### src/rtl/clk_en_tree.sv
module clk_en_tree #(
  parameter int AHB_CW    = 4,
  parameter int APB_CW    = 3,
  parameter int ADC_CW    = 2,
  parameter int AHB_CNT_W = 9,
  parameter int APB_CNT_W = 4,
  parameter int TICK_DIV  = 8
) (
  input  logic              clk,
  input  logic              rst_n,
  input  logic [AHB_CW-1:0] cfg_ahb,
  input  logic [APB_CW-1:0] cfg_apb1,
  input  logic [APB_CW-1:0] cfg_apb2,
  input  logic [ADC_CW-1:0] cfg_adc,
  input  logic              cfg_usb_frac,
  output logic              hclk_en,
  output logic              pclk1_en,
  output logic              pclk2_en,
  output logic              tim1_en,
  output logic              tim2_en,
  output logic              adc_en,
  output logic              usb_en,
  output logic              systick_en,
  output logic              extmem_en,
  output logic              apb1_overspeed
);
  localparam int ADC_CNT_W = ADC_CW + 1;
  localparam int TICK_W    = $clog2(TICK_DIV);

  function automatic logic [AHB_CNT_W-1:0] ahb_term(input logic [AHB_CW-1:0] c);
    case (int'(c))
      1: return AHB_CNT_W'(1);
      2: return AHB_CNT_W'(3);
      3: return AHB_CNT_W'(7);
      4: return AHB_CNT_W'(15);
      5: return AHB_CNT_W'(63);
      6: return AHB_CNT_W'(127);
      7: return AHB_CNT_W'(255);
      8: return AHB_CNT_W'(511);
      default: return '0;
    endcase
  endfunction

  function automatic logic [APB_CNT_W-1:0] apb_term(input logic [APB_CW-1:0] c);
    case (int'(c))
      1: return APB_CNT_W'(1);
      2: return APB_CNT_W'(3);
      3: return APB_CNT_W'(7);
      4: return APB_CNT_W'(15);
      default: return '0;
    endcase
  endfunction

  logic [AHB_CW-1:0]    ahb_sel;
  logic [AHB_CNT_W-1:0] ahb_cnt;
  logic                 ahb_last;

  assign ahb_last = ahb_cnt == ahb_term(ahb_sel);
  assign hclk_en  = ahb_last;

  always_ff @(posedge clk or negedge rst_n)
    if (!rst_n) begin
      ahb_cnt <= '0;
      ahb_sel <= '0;
    end else if (ahb_last) begin
      ahb_cnt <= '0;
      ahb_sel <= cfg_ahb;
    end else begin
      ahb_cnt <= ahb_cnt + 1'b1;
    end

  logic [1:0][APB_CW-1:0] apb_cfg;
  logic [1:0]             bus_en, tmr_en, bus_unity;

  assign apb_cfg = {cfg_apb2, cfg_apb1};

  for (genvar g = 0; g < 2; g++) begin : g_apb
    logic [APB_CW-1:0]    sel;
    logic [APB_CNT_W-1:0] cnt, term;
    logic                 last;

    assign term         = apb_term(sel);
    assign last         = cnt == term;
    assign bus_en[g]    = hclk_en & last;
    assign tmr_en[g]    = hclk_en & (last | (cnt == (term >> 1)));
    assign bus_unity[g] = term == '0;

    always_ff @(posedge clk or negedge rst_n)
      if (!rst_n) begin
        cnt <= '0;
        sel <= '0;
      end else if (hclk_en) begin
        if (last) begin
          cnt <= '0;
          sel <= apb_cfg[g];
        end else begin
          cnt <= cnt + 1'b1;
        end
      end
  end

  assign pclk1_en = bus_en[0];
  assign pclk2_en = bus_en[1];
  assign tim1_en  = tmr_en[0];
  assign tim2_en  = tmr_en[1];

  logic [ADC_CW-1:0]    adc_sel;
  logic [ADC_CNT_W-1:0] adc_cnt;
  logic                 adc_last;

  assign adc_last = adc_cnt == {adc_sel, 1'b1};
  assign adc_en   = pclk2_en & adc_last;

  always_ff @(posedge clk or negedge rst_n)
    if (!rst_n) begin
      adc_cnt <= '0;
      adc_sel <= '0;
    end else if (pclk2_en) begin
      if (adc_last) begin
        adc_cnt <= '0;
        adc_sel <= cfg_adc;
      end else begin
        adc_cnt <= adc_cnt + 1'b1;
      end
    end

  logic [TICK_W-1:0] tick_cnt;
  logic              ext_tgl;

  assign systick_en = hclk_en & (tick_cnt == TICK_W'(TICK_DIV - 1));
  assign extmem_en  = hclk_en & ext_tgl;

  always_ff @(posedge clk or negedge rst_n)
    if (!rst_n) begin
      tick_cnt <= '0;
      ext_tgl  <= 1'b0;
    end else if (hclk_en) begin
      tick_cnt <= tick_cnt + 1'b1;
      ext_tgl  <= ~ext_tgl;
    end

  logic [1:0] usb_cnt;
  logic       usb_sel;

  assign usb_en = ~(usb_sel & (usb_cnt == 2'd2));

  always_ff @(posedge clk or negedge rst_n)
    if (!rst_n) begin
      usb_cnt <= '0;
      usb_sel <= 1'b0;
    end else if (usb_cnt == 2'd2) begin
      usb_cnt <= '0;
      usb_sel <= cfg_usb_frac;
    end else begin
      usb_cnt <= usb_cnt + 1'b1;
    end

  assign apb1_overspeed = (ahb_term(ahb_sel) == '0) & bus_unity[0];
endmodule

### config.mk
export PLATFORM = sky130hd
export DESIGN_NAME = clk_en_tree
export DESIGN_NICKNAME = d
export VERILOG_FILES = /design/src/rtl/clk_en_tree.sv
export SDC_FILE = /design/constraint.sdc
export NUM_CORES = 1
export LEC_CHECK = 0
export ABC_AREA = 1
export BUFFER_PORTS_ARGS = -buffer_cell sky130_fd_sc_hd__buf_2
export CELL_PAD_IN_SITES_DETAIL_PLACEMENT = 0
export CELL_PAD_IN_SITES_GLOBAL_PLACEMENT = 1
export CORE_ASPECT_RATIO = 1.5
export CORE_MARGIN = 5
export CORE_UTILIZATION = 35
export CTS_CLUSTER_SIZE = 20
export DETAILED_ROUTE_END_ITERATION = 10
export HOLD_SLACK_MARGIN = 0.15
export PLACE_DENSITY = 0.74
export REMOVE_ABC_BUFFERS = 1
export SLEW_MARGIN = 30
export SYNTH_ARGS = -nofsm -noshare
export SYNTH_HDL_FRONTEND = slang
export SYNTH_SLANG_ARGS = --single-unit
### constraint.sdc
create_clock -name clk -period 4.25 [get_ports clk]
set_clock_uncertainty 0.05 [all_clocks]
set_input_delay 0.425 -clock clk [delete_from_list [all_inputs] [get_ports clk]]
set_output_delay 0.425 -clock clk [all_outputs]
set_load 0.02 [all_outputs]
==> Flow_metrics.wiki <==
{| class="wikitable"
! Metric !! Value
|-
| Top Ports || 25
|-
| Aggregate global-route resource usage || about an eighth
|-
| Area fraction of the dominant cell type after synthesis || a little over two fifths
|-
| Number of core rows || 36
|-
| Die Ht || around 110 µm
|-
| Port Buf Inserts || 24
|-
| Syn Area/Cell || roughly 7.5 µm²
|-
| Vias/cell || 4.70
|-
| Source of the worst register-to-register timing path || ahb_sel[0]$_DFFE_PN0N_
|-
| Syn Std Cell Area || 0.00230 mm²
|-
| Post-CTS clock slew at the launch and capture registers of the worst setup and hold paths || about 0.080 ns
|-
| Type of element launching the critical path || register
|-
| HPWL after DPL || 3590 µm
|-
| Type of the worst setup path || reg -> out
|-
| CP Capture Type || output pin
|-
| Horiz. Die Dim || 76.3 µm
|-
| Maximum number of pins on one net before global-route repair || 40
|-
| Fraction of the yosys area taken by sequential cells || 42.3%
|-
| Max Fclk || between 300 and 400 MHz
|-
| RSZ-0062 raised after global routing || no
|-
| Slew @ Worst Pin || about 0.64 ns
|-
| Data arrival time of the worst path || roughly 2.7 ns
|-
| Global-route wire length before repair || between 8000 and 9000 µm
|-
| Largest fanout on the critical path || 31
|-
| Remaining global-route overflow || 0
|-
| Headroom to the max-slew limit || between 50% and 60%
|-
| Number of warnings issued by yosys || 0
|-
| Placer's final routability congestion estimate || 0.784
|-
| Switching pwr || slightly below 0.8 mW
|-
| Initial antenna violation count || 0
|-
| Internal power component || ~0.94 mW
|-
| Hold Worst Slack || between 0.2 and 0.3 ns
|-
| Top area cells in the synthesized netlist || sky130_fd_sc_hd__dfrtp_1 (42%), sky130_fd_sc_hd__nand2_1 (16%), sky130_fd_sc_hd__nand3_1 (6.3%)
|-
| Fin. max-slew vios || 0
|-
| Post-synthesis instance total || slightly above 300
|-
| Number of buffers and inverters on the critical path || 2
|-
| Initial detailed-routing violation count || 82
|-
| Portion of total power attributed to combinational logic || 48.0%
|-
| Vias in the first global route || between 1500 and 2000
|-
| Overall routed net length || 4810 µm
|-
| Area leader, netlist || sky130_fd_sc_hd__dfrtp_1
|-
| Placeable core region || about 0.0064 mm²
|-
| CTS Buf Count || 5
|-
| Hold Crit Start || cfg_apb1[1]
|-
| Routed via count || slightly below 2000
|-
| Die area || about 0.0083 mm²
|-
| Final routed DRC violation total || 0
|-
| Slowest Stage Delay on Critical Path || roughly 0.53 ns
|-
| Worst EP required || 3.77 ns
|-
| Hold-fix buffers at CTS || 0
|-
| Post-detailed-route count of antenna-violating nets || 0
|-
| Area overhead of the layout relative to synthesis || 11.6%
|-
| Most frequent cells in the layout || sky130_fd_sc_hd__nand2_1 (98), sky130_fd_sc_hd__dfrtp_1 (39), sky130_fd_sc_hd__inv_1 (36), sky130_fd_sc_hd__nand3_1 (29)
|-
| Number of diodes added for antenna fixing || 0
|-
| TritonCTS clock tree || built
|-
| CP startpoint || ahb_sel[0]$_DFFE_PN0N_
|-
| Setup Fix Bufs, Post-CTS || 0
|-
| Power per unit of standard cell area || around 670 mW/mm²
|-
| Layout cell share with drive strength beyond 1 || ~14%
|-
| Root Buffer Master || sky130_fd_sc_hd__clkbuf_8
|-
| Critical Path, Cell by Cell || nor2_4 > nand2_2 > nand2_2 > nand2_1 > nand2_1 > nand2_1 > nor2_1 > nand2_1 > nor2_4 > inv_2 > nor2_1 > buf_2
|-
| Number of H-tree levels || 2
|-
| CTS sink cnt || 39
|-
| Maximum resistive drop on vdd || 0.000282 V
|-
| Final number of setup-violating endpoints || 0
|-
| Max stage delay cell, worst path || sky130_fd_sc_hd__nor2_4
|-
| Number of gates resized after cts || 0
|-
| Top cell by count, worst path || sky130_fd_sc_hd__nand2_1
|-
| Flop and latch count out of synthesis || 39
|-
| Max Root-Sink Buffers || 2
|-
| Initial Utilization || a little over a third
|-
| Average wire per standard cell || about 12 µm
|-
| Insertion delay to the later sink of the worst-skew pair || between 0.2 and 0.3 ns
|-
| Most common cell after layout, fill and taps aside || sky130_fd_sc_hd__nand2_1
|-
| Yosys cell types || 23
|-
| Number of nets at the end of the flow || between 300 and 400
|-
| Number of detailed-routing iterations run before antenna repair || 4
|-
| Leak pwr || ~1.4 nW
|-
| Count of endpoints failing hold in the final timing report || 0
|-
| Portion of total power attributed to sequential cells || 37.2%
|-
| Final period utilization || around three quarters
|-
| Switching part of the total power || a little under half
|-
| Top Family by Delay on Critical Path || simple AND/OR/NAND/NOR gates
|-
| Fin crit period || around 3.2 ns
|-
| Total of max-cap violations || 0
|-
| Outcome || complete, no violations
|-
| Setup total negative slack || 0 ns
|-
| Hold crit path type || in -> reg
|-
| Relative contribution of the clock network to total power || approximately 15%
|}
final cells by class:
type | instances | area, µm²
fill | 691 | 3870
multi-input combinational | 224 | 1130
sequential | 39 | 976
inverter | 39 | 146
timing repair buffer | 26 | 140
tap | 76 | 95.1
clock buffer | 6 | 82.6
clock inverter | 1 | 5.00
Yosys cell counts, drive strengths merged:
library cell,count
ha,6
nor2,28
nor3,4
nand4,7
o2111ai,1
nand2,101
nand3,30
dfrtp,39
buf,5
inv,39
o21a,1
a21oi,8
xor2,14
nor3b,1
or2,2
xnor2,2
a31oi,1
o21ai,18
per-layer routing:
layer	up-vias	part of all wire, %	global-route usage [%]	wire length [µm]
li1	1027	-	-	-
met5	-	0	0	0
met1	884	43	13.3	2060
met4	0	1.8	4.88	86
met3	6	2.5	2.62	119
met2	15	53	23.0	2540
power by group through the flow:
stage	Combinational (mW)	Sequential (mW)	Clock, mW
finish	0.831	0.644	0.258
floorplan	0.680	0.619	0
global route	0.965	0.672	0.288
detailed placement	0.841	0.653	0
global placement	0.843	0.649	0
CTS	0.845	0.645	0.272
per-stage QoR:
stage / cell area, µm² / power, mW / instances / utilization, % / setup WS (ns)
CTS: 2560 / 1.76 / 410 / 39.7 / 1.05
global placement: 2470 / 1.49 / 403 / 38.4 / 1.42
floorplan: 2250 / 1.30 / 302 / - / 1.56
detailed placement: 2470 / 1.49 / 403 / 38.4 / 1.39
finish: 2570 / 1.73 / 411 / 39.9 / 1.09
global route: 2570 / 1.92 / 411 / 39.9 / 0.804
sequential cells by signal, summed over array words and instances, names as in the netlist:
name / flops
ahb_sel: 4
adc_cnt: 3
adc_sel: 2
usb_sel: 1
ext_tgl: 1
usb_cnt: 2
g_apb.sel: 6
g_apb.cnt: 8
ahb_cnt: 9
tick_cnt: 3
worst paths after layout:
path | end | slack (ns) | cells past startpoint
max | extmem_en | 1.09 | 12
min reg2reg | usb_cnt[0]$_DFF_PN0_ | 0.37 | 1
min | g_apb[0].sel[1]$_DFFE_PN0P_ | 0.28 | 3
max reg2reg | ext_tgl$_DFFE_PN0N_ | 1.86 | 12
min in group asynchronous | ahb_sel[2]$_DFFE_PN0N_ | 0.58 | 2
max in group asynchronous | usb_cnt[0]$_DFF_PN0_ | 3.19 | 2
worst register-to-register path: stages (launching register included):
cell and delay, ns:
sky130_fd_sc_hd__dfrtp_1 0.46, sky130_fd_sc_hd__nor2_4 0.17, sky130_fd_sc_hd__nand2_2 0.06, sky130_fd_sc_hd__nand2_2 0.18, sky130_fd_sc_hd__nand2_1 0.08, sky130_fd_sc_hd__nand2_1 0.06
sky130_fd_sc_hd__nand2_1 0.05, sky130_fd_sc_hd__nor2_1 0.07, sky130_fd_sc_hd__nand2_1 0.09, sky130_fd_sc_hd__nor2_4 0.53, sky130_fd_sc_hd__inv_2 0.25, sky130_fd_sc_hd__nor2_1 0.20
sky130_fd_sc_hd__nor2_2 0.04
cells by family (layout without fill, tap and decap cells):
logic type      after synthesis  after routing  synth area share (%)
compound gates               29             29                  6.62
buf+inv                      44             72                  8.79
xor+xnor                     16             16                  6.08
fa+ha+maj                     6              6                  3.26
flops                        39             39                  42.3
simple gates                173            173                  32.9
Power figures use the tool's default switching activity.
